## config.mk

```make
export PLATFORM = sky130hd
export DESIGN_NAME = mptx_top
export DESIGN_NICKNAME = d
export VERILOG_FILES = /design/src/rtl/mptx_pkg.sv /design/src/rtl/mptx_frame_fmt.sv /design/src/rtl/mptx_shifter.sv /design/src/rtl/mptx_flags.sv /design/src/rtl/mptx_top.sv
export SDC_FILE = /design/constraint.sdc
export NUM_CORES = 1
export LEC_CHECK = 0
export BUFFER_PORTS_ARGS = -buffer_cell sky130_fd_sc_hd__buf_2
export CAP_MARGIN = 20
export CORE_ASPECT_RATIO = 1.4
export CORE_MARGIN = 4
export CORE_UTILIZATION = 45
export DETAILED_ROUTE_END_ITERATION = 7
export PLACE_DENSITY = 0.7
export SLEW_MARGIN = 15
export SYNTH_ARGS = -nofsm -noshare
export SYNTH_HDL_FRONTEND = slang
export SYNTH_SLANG_ARGS = --single-unit
export TNS_END_PERCENT = 30
```

## constraint.sdc

```tcl
create_clock -name clk_i -period 2 [get_ports clk_i]
set_input_delay 0.4 -clock clk_i [delete_from_list [all_inputs] [get_ports clk_i]]
set_output_delay 0.4 -clock clk_i [all_outputs]
set_load 0.01 [all_outputs]
```

## src/rtl/mptx_pkg.sv

```systemverilog
package mptx_pkg;
  localparam int unsigned OVS_DEF = 16;

  // bits in one frame: start + payload + flag + stops
  function automatic int unsigned frame_bits(int unsigned data_w, logic short_len, logic two_stop);
    return 1 + (short_len ? data_w - 1 : data_w) + 1 + (two_stop ? 2 : 1);
  endfunction
endpackage

```

## src/rtl/mptx_frame_fmt.sv

```systemverilog
module mptx_frame_fmt #(
  parameter int unsigned DATA_W  = 8,
  parameter int unsigned FRAME_W = DATA_W + 4,
  parameter int unsigned LEN_W   = $clog2(FRAME_W + 1)
) (
  input  logic [DATA_W-1:0]  data_i,
  input  logic               mpb_i,
  input  logic               short_i,
  input  logic               stop2_i,
  output logic [FRAME_W-1:0] frame_o,
  output logic [LEN_W-1:0]   len_o
);
  always_comb begin
    frame_o = '1;
    frame_o[0] = 1'b0;
    frame_o[DATA_W:1] = data_i;
    if (short_i) frame_o[DATA_W] = mpb_i;
    else         frame_o[DATA_W+1] = mpb_i;
    len_o = LEN_W'(mptx_pkg::frame_bits(DATA_W, short_i, stop2_i));
  end
endmodule

```

## src/rtl/mptx_shifter.sv

```systemverilog
module mptx_shifter #(
  parameter int unsigned FRAME_W = 12,
  parameter int unsigned OVS     = mptx_pkg::OVS_DEF,
  parameter int unsigned LEN_W   = $clog2(FRAME_W + 1)
) (
  input  logic               clk_i,
  input  logic               rst_ni,
  input  logic               tick_i,
  input  logic               pending_i,
  input  logic [FRAME_W-1:0] frame_i,
  input  logic [LEN_W-1:0]   len_i,
  output logic               load_o,
  output logic               done_o,
  output logic               tx_o
);
  localparam int unsigned CNT_W = $clog2(OVS);

  logic               busy_q;
  logic [CNT_W-1:0]   tick_cnt_q;
  logic [LEN_W-1:0]   left_q;
  logic [FRAME_W-1:0] sh_q;
  logic               tx_q;
  logic               bit_end, last_end;

  assign bit_end  = busy_q && tick_i && (tick_cnt_q == CNT_W'(OVS - 1));
  assign last_end = bit_end && (left_q == '0);
  // load from idle on a tick, or chained at the end of the last stop bit
  assign load_o   = tick_i && pending_i && (!busy_q || last_end);
  assign done_o   = last_end && !pending_i;
  assign tx_o     = tx_q;

  always_ff @(posedge clk_i or negedge rst_ni) begin
    if (!rst_ni) begin
      busy_q     <= 1'b0;
      tick_cnt_q <= '0;
      left_q     <= '0;
      sh_q       <= '1;
      tx_q       <= 1'b1;
    end else if (load_o) begin
      busy_q     <= 1'b1;
      tick_cnt_q <= '0;
      left_q     <= len_i - LEN_W'(1);
      sh_q       <= frame_i;
      tx_q       <= frame_i[0];
    end else if (done_o) begin
      busy_q     <= 1'b0;
      tick_cnt_q <= '0;
      tx_q       <= 1'b1;
    end else if (bit_end) begin
      tick_cnt_q <= '0;
      left_q     <= left_q - LEN_W'(1);
      sh_q       <= {1'b1, sh_q[FRAME_W-1:1]};
      tx_q       <= sh_q[1];
    end else if (busy_q && tick_i) begin
      tick_cnt_q <= tick_cnt_q + CNT_W'(1);
    end
  end

  AST_TX_ON_TICK: assert property (@(posedge clk_i) disable iff (!rst_ni)
    !$stable(tx_q) |-> $past(tick_i));
  AST_START_LOW: assert property (@(posedge clk_i) disable iff (!rst_ni)
    load_o |=> !tx_q);
  AST_IDLE_MARK: assert property (@(posedge clk_i) disable iff (!rst_ni)
    !busy_q |-> tx_q);
endmodule

```

## src/rtl/mptx_flags.sv

```systemverilog
module mptx_flags (
  input  logic clk_i,
  input  logic rst_ni,
  input  logic load_i,
  input  logic done_i,
  input  logic hold_we_i,
  input  logic empty_clr_i,
  input  logic empty_ie_i,
  input  logic end_ie_i,
  output logic empty_o,
  output logic end_o,
  output logic empty_irq_o,
  output logic end_irq_o
);
  logic empty_q, end_q;

  always_ff @(posedge clk_i or negedge rst_ni) begin
    if (!rst_ni) begin
      empty_q <= 1'b1;
      end_q   <= 1'b1;
    end else begin
      if (load_i)           empty_q <= 1'b1;
      else if (empty_clr_i) empty_q <= 1'b0;
      // a software write wins over a same-cycle end
      if (hold_we_i || empty_clr_i) end_q <= 1'b0;
      else if (done_i)              end_q <= 1'b1;
    end
  end

  assign empty_o     = empty_q;
  assign end_o       = end_q;
  assign empty_irq_o = empty_q && empty_ie_i;
  assign end_irq_o   = end_q && end_ie_i;

  AST_EMPTY_SET: assert property (@(posedge clk_i) disable iff (!rst_ni)
    load_i |=> empty_q);
  AST_EMPTY_CLR: assert property (@(posedge clk_i) disable iff (!rst_ni)
    (empty_clr_i && !load_i) |=> !empty_q);
  AST_END_SET: assert property (@(posedge clk_i) disable iff (!rst_ni)
    (done_i && !hold_we_i && !empty_clr_i) |=> end_q);
  AST_END_CLR: assert property (@(posedge clk_i) disable iff (!rst_ni)
    (hold_we_i || empty_clr_i) |=> !end_q);
endmodule

```

## src/rtl/mptx_top.sv

```systemverilog
module mptx_top #(
  parameter int unsigned DATA_W = 8,
  parameter int unsigned OVS    = mptx_pkg::OVS_DEF
) (
  input  logic              clk_i,
  input  logic              rst_ni,
  input  logic              baud_tick_i,
  input  logic              hold_we_i,
  input  logic [DATA_W-1:0] hold_data_i,
  input  logic              empty_clr_i,
  input  logic              mpb_i,
  input  logic              short_i,
  input  logic              stop2_i,
  input  logic              empty_ie_i,
  input  logic              end_ie_i,
  output logic              tx_o,
  output logic              empty_o,
  output logic              end_o,
  output logic              empty_irq_o,
  output logic              end_irq_o
);
  localparam int unsigned FRAME_W = DATA_W + 4;
  localparam int unsigned LEN_W   = $clog2(FRAME_W + 1);

  logic [DATA_W-1:0]  hold_q;
  logic [FRAME_W-1:0] frame;
  logic [LEN_W-1:0]   frame_len;
  logic               load, done, empty;

  always_ff @(posedge clk_i or negedge rst_ni) begin
    if (!rst_ni)        hold_q <= '0;
    else if (hold_we_i) hold_q <= hold_data_i;
  end

  mptx_frame_fmt #(.DATA_W(DATA_W), .FRAME_W(FRAME_W), .LEN_W(LEN_W)) u_fmt (
    .data_i (hold_q),
    .mpb_i  (mpb_i),
    .short_i(short_i),
    .stop2_i(stop2_i),
    .frame_o(frame),
    .len_o  (frame_len)
  );

  mptx_shifter #(.FRAME_W(FRAME_W), .OVS(OVS), .LEN_W(LEN_W)) u_shift (
    .clk_i    (clk_i),
    .rst_ni   (rst_ni),
    .tick_i   (baud_tick_i),
    .pending_i(!empty),
    .frame_i  (frame),
    .len_i    (frame_len),
    .load_o   (load),
    .done_o   (done),
    .tx_o     (tx_o)
  );

  mptx_flags u_flags (
    .clk_i      (clk_i),
    .rst_ni     (rst_ni),
    .load_i     (load),
    .done_i     (done),
    .hold_we_i  (hold_we_i),
    .empty_clr_i(empty_clr_i),
    .empty_ie_i (empty_ie_i),
    .end_ie_i   (end_ie_i),
    .empty_o    (empty),
    .end_o      (end_o),
    .empty_irq_o(empty_irq_o),
    .end_irq_o  (end_irq_o)
  );

  assign empty_o = empty;
endmodule

```

* After elaboration in Yosys (flattened, before gate mapping)
Cells that the tools add are included.
** Operators by class
- Multiplexer cells :: 23
- Order comparisons :: 0
- Div/mod/pow operators :: 0
- Equal/unequal tests :: 2
- Multipliers :: 0
- Add/sub/neg operators :: 6
- Reduce and logical (&&, ||, !) cells :: 20
- Shift operators :: 0
- Bitwise logic cells :: 0
** Operators by type and width (number)
- $mux W12 :: 3
- $mux W4 :: 8
- $mux W1 :: 11
- $add A4 B1 Y4 const B :: 2
- $logic_and A1 B1 Y1 :: 8
- $reduce_bool A2 Y1 :: 4
- $sub A4 B1 Y4 const B :: 2
- $add A1 B4 Y4 const A :: 1
- $add A4 B4 Y4 :: 1
- $eq A4 B4 Y1 const B :: 1
- $logic_not A4 Y1 :: 1
- $reduce_bool A4 Y1 :: 1
- $reduce_bool A3 Y1 :: 1
- $logic_not A1 Y1 :: 2
- $logic_or A1 B1 Y1 :: 2
- $mux W2 :: 1
- $ne A2 B2 Y1 const B :: 1
- $reduce_and A2 Y1 :: 1
** Storage, ports and cells
- Word-level logic and storage cells :: 59
- Bits in writable memories :: 0
- Memories kept :: 0
- Bits in latches :: 0
- Input bits :: 18
- ROM bits :: 0
- Register bits :: 32

* Depth between registers and ports, before layout
- Word-level depth :: 7
- Depth in mapped cells :: 7
- Gate-level depth less buffers :: 6

* By module
Synthesis repeated with hierarchy kept, for this count alone.
** Second synthesis, totals
- Cell total of the unflattened synthesis :: 176
- Area total of the unflattened synthesis :: 1856.8 µm²
** By module, submodules not included
- mptx_shifter :: sequential area each 540.5 µm², instances 1, cells each 125, area an instance 1232.4 µm²
- mptx_top :: sequential area each 200.2 µm², instances 1, cells each 18, area an instance 335.3 µm²
- mptx_frame_fmt :: sequential area each 0.0 µm², instances 1, cells each 25, area an instance 203.9 µm²
- mptx_flags :: sequential area each 52.6 µm², instances 1, cells each 8, area an instance 85.1 µm²

* Worst setup path after synthesis
No wires, ideal clock.
- Kind :: register to register
- From :: register u_flags.empty_q, in the netlist u_flags.empty_o
- To :: register u_shift.sh_q[6]
- Data arrival time :: 1744 ps
- Cell stages (with the launch flop) :: 6
- Data required time :: 1918 ps
- Clock period less this slack :: 1826 ps
- Setup slack :: 174 ps
- Path buffers :: 1
- Setup time :: 82 ps
- Cells stage by stage :: dfstp_2 and4bb_4 a21oi_4 buf_6 mux2_4 mux2_4
** Between the ends
- Longest elaborated chain between the ends :: 5
- Elaborated cells between the ends (all ways) :: 8
- Classes of those cells :: 1 x eq/ne; 1 x mux; 6 x reduce/logical
** Ends and longest elaborated chain
- start, declared :: line mptx_flags.sv:15 : logic empty_q, end_q;
- start signal, assigned :: line mptx_flags.sv:19 : empty_q <= 1'b1;
- start signal, assigned :: line mptx_flags.sv:22 : if (load_i) empty_q <= 1'b1;
- start signal, assigned :: line mptx_flags.sv:23 : else if (empty_clr_i) empty_q <= 1'b0;
- $logic_not A1 Y1 :: line mptx_top.sv:48 : .pending_i(!empty),
- $logic_and A1 B1 Y1 (2 in series) :: line mptx_shifter.sv:28 : assign load_o = tick_i && pending_i && (!busy_q || last_end);
- $ne A2 B2 Y1 (no line) / $reduce_bool A2 Y1 (equally long branches)
- $reduce_and A2 Y1 (no line)
- end signal, assigned :: line mptx_shifter.sv:43 : sh_q <= frame_i;
- end signal, assigned :: line mptx_shifter.sv:52 : sh_q <= {1'b1, sh_q[FRAME_W-1:1]};
- end, declared :: line mptx_shifter.sv:21 : logic [FRAME_W-1:0] sh_q;
Parallel ways exist; a longest one is shown, timed or not.
A chain may end at the register's enable or synchronous reset.

* Final worst setup path
- From :: register u_shift.left_q[0]
- To :: register u_shift.left_q[2]
** Between the ends
- Longest elaborated chain between the ends :: 6
- Elaborated cells between the ends (all ways) :: 12
- Classes of those cells :: 1 x add/sub; 1 x eq/ne; 3 x mux; 7 x reduce/logical
** Ends and longest elaborated chain
- start, declared :: line mptx_shifter.sv:20 : logic [LEN_W-1:0] left_q;
- start signal, assigned :: line mptx_shifter.sv:42 : left_q <= len_i - LEN_W'(1);
- start signal, assigned :: line mptx_shifter.sv:51 : left_q <= left_q - LEN_W'(1);
- branches (longest 6 deep; another with $sub A4 B1 Y4)
Parallel ways; which one is timed is not known. The select of a mux whose other input is x is not followed.

==> impl_metrics.json <==
{
  "final_antenna_net_count": 0,
  "area.growth.synth_to_final_pct": 20.8,
  "worst_slew_margin_rel_pct": 57.6,
  "place_worst_setup_slack_ns": 0.0556,
  "gpl_wtd_cong": 0.806,
  "dp_cells": 192,
  "worst-endpoint-arrival_ns": 2.09,
  "final_design_area_no_fill_um2": 1850,
  "postCtsResizedCells": 0,
  "via_count_of_the_first_global_routing_pass": 1207,
  "setup_slack_ns": 0.0783,
  "globalRoute.totalOverflow": 0,
  "num_antenna_cells": 0,
  "cts_sinks": 29,
  "drt-vias-per-instance": 5.55,
  "synth_top_cells_by_count": "17 x sky130_fd_sc_hd__dfrtp_1, 17 x sky130_fd_sc_hd__mux2_2, 12 x sky130_fd_sc_hd__dfstp_2",
  "whs_ns": 0.136,
  "worstSkewPairLatency_ns": 0.28,
  "net-switching-power_uw": 609,
  "postSynth.asyncResetShare_pct": 100,
  "finalCriticalPeriod_ns": 1.92,
  "max_stage_delay_ns": 0.51,
  "synth.ff_latch_count": 29,
  "firstDrtPassIters": 4,
  "cts_post_setup_buffers_inserted": 0,
  "fp.dieH_um": 77,
  "yosys.area.top_type_share_pct": 27.8,
  "worstSetupStartpoint": "u_shift.left_q[0]",
  "fmax_mhz": 520,
  "powerDensity_nw_per_um2": 1170,
  "internal_power_uw": 1540,
  "route.detailed.drc": 0,
  "netlist-cell-type-count": 40,
  "crit_path_start_kind": "flop",
  "grt_antenna_before_repair": 0,
  "worst_r2r_startpoint": "u_shift.left_q[0]",
  "worstSetupPathType": "flop to flop",
  "portBuffers": 22,
  "edff_count_synth": 0,
  "design.die.area_um2": 4410,
  "yosysTopAreaCell": "sky130_fd_sc_hd__dfrtp_1",
  "fin_nets": 184,
  "design.portCount": 23,
  "yosys_warnings": 0,
  "ys.flop_type": "sky130_fd_sc_hd__dfrtp_1",
  "worst_slew_pin_slew_ns": 0.637,
  "power.leakage_uw": 0.000831,
  "crit_path_end_kind": "flop",
  "clock_tree.htree_level_count": 2,
  "drt-total-wl_mm": 3.09,
  "grt_setup_unrepaired": "yes",
  "grt_pass1_wl_mm": 5.46,
  "timing_max_transition_violations_final": 0,
  "largest_net_degree_at_the_start_of_global_routing": 30,
  "cts_hold_buffers": 0,
  "synthTopCellsByArea": "sky130_fd_sc_hd__dfrtp_1 28%, sky130_fd_sc_hd__dfstp_2 21%, sky130_fd_sc_hd__mux2_2 13%",
  "clock_pin_slew_on_the_worst_setup_and_hold_paths_ns": 0.07,
  "first_iter_violations": 21,
  "setup_viol": 0,
  "power_frac_clock_pct": 29.3,
  "netlist_instances": 129,
  "bufs_on_longest_clock_path": 2,
  "floorplan.core_area_um2": 3180,
  "fin_cells": 200,
  "run_status": "finished clean",
  "vias": 1110,
  "hold_class": "input pin to async pin",
  "p_sw_share_pct": 28.3,
  "track_usage_pct": 16.2,
  "synth-seq-area-share_pct": 48.4,
  "fin_crit_sh_pct": 96.1,
  "post_dp_cell_area_um2": 1710,
  "combPwrFrac_pct": 25.4,
  "cts_buffers": 5,
  "clock_tree.root_cell": "sky130_fd_sc_hd__clkbuf_8",
  "fillerInstances": 280,
  "fp-row-count": 24,
  "final_layout_size_suffix_gt1_share_pct": 47.8,
  "hpwl_mm": 2.31,
  "wl_per_cell_um": 15.4,
  "syn-num-nets": 153,
  "vdd.ir_drop.worst_mv": 0.823,
  "worstPathRequired_ns": 2.17,
  "critical-path-slowest-cell": "sky130_fd_sc_hd__or3b_2",
  "finClkSkew_ns": 0.00710,
  "postSynthAreaPerCell_um2": 11.9,
  "tritoncts": "done",
  "hold_viol": 0,
  "max_cap_viol_count": 0,
  "initial_utilization_pct": 48.1,
  "worstPathCellList": "inv_1 > ha_1 > or3b_2 > a32oi_2 > nor2_1 > a221o_1",
  "dieWidth_um": 57.3,
  "crit_fanout": 4,
  "p_seq_share_pct": 45.3,
  "post_synth_instance_area_um2": 1530
}
logic make-up (layout without fill, tap and decap cells):
kind of cell	Yosys count	count (layout)	synth area share, %
buffers and inverters	11	43	3.27
adders and majority gates	6	6	4.91
and+or+nand+nor	33	33	12.8
xor gates and xnor gates	1	1	0.572
muxes	25	25	18.4
DFF	29	29	48.4
AOI/OAI and AO/OA	24	24	11.6
cells in the final DEF (no fill, tap or decap), types with 5 or more instances in the layout:
cell,instances
sky130_fd_sc_hd__buf_2,22
sky130_fd_sc_hd__mux2_2,17
sky130_fd_sc_hd__dfrtp_1,17
sky130_fd_sc_hd__dfstp_2,12
sky130_fd_sc_hd__inv_1,8
sky130_fd_sc_hd__o21ai_0,8
sky130_fd_sc_hd__nand2_1,7
sky130_fd_sc_hd__mux2i_1,6
sky130_fd_sc_hd__ha_1,6
sky130_fd_sc_hd__clkbuf_8,6
sky130_fd_sc_hd__nor2_1,5
sky130_fd_sc_hd__buf_4,5
layer usage:
| layer | share of wire, % | GRT usage [%] |
|---|---|---|
| met2 | 54 | 26.8 |
| met4 | 1.5 | 6.50 |
| met5 | 0 | 0 |
| met3 | 5.0 | 6.05 |
| met1 | 39 | 18.4 |
path summary, 6_finish.rpt:
path / cells past startpoint / end / slack [ns]
worst max-delay path: 6 / u_shift.left_q[2] / 0.08
worst min-delay path: 1 / u_shift.busy_q / 0.14
worst max register to register: 6 / u_shift.left_q[2] / 0.08
worst min register to register: 2 / u_shift.sh_q[1] / 0.49
max in group asynchronous: 1 / u_shift.left_q[0] / 1.45
min in group clk_i: 2 / u_flags.end_o / 0.25
state kept, by name (all words and copies together) (netlist names):
signal	cells
u_shift.sh_q	9
hold_q	8
u_shift.left_q	4
u_shift.tick_cnt_q	4
u_flags.empty_o	1
u_flags.end_o	1
u_shift.busy_q	1
u_shift.tx_o	1
power by group through the flow:
stage               clock network, uW  logic (uW)  registers [uW]
finish                            631         548             976
CTS                               643         552             972
floorplan                           0         416             943
detailed placement                  0         545             983
global route                      673         626            1000
global placement                    0         517             972
critical path, delay by kind of cell (launching register included):
kind | cells | cell delay, ns
AND/OR/NAND/NOR | 2 | 0.60
flip-flops | 1 | 0.38
buffers and inverters | 1 | 0.12
AO/OA/AOI/OAI | 2 | 0.51
adder cells (fa/ha/maj) | 1 | 0.21
final cells by class:
class	count	area [um^2]	share of cell area, %
inverters	8	30.0	1.62
well taps	39	48.8	2.64
clock inverters	2	37.5	2.03
multi-input cells	89	761	41.2
clock buffers	6	82.6	4.47
flip-flops and latches	29	741	40.1
repair buffers	27	148	7.99
stage by stage:
step / total power [uW] / TNS [ns] / utilization, %
after global routing: 2300 / -0.0223 / 58.1
after floorplan: 1360 / 0 / -
after CTS: 2170 / 0 / 57.4
after global placement: 1490 / 0 / 53.6
final: 2150 / 0 / 58.1
after detailed placement: 1530 / 0 / 53.6
No activity file was read; power rests on OpenSTA's default activity.
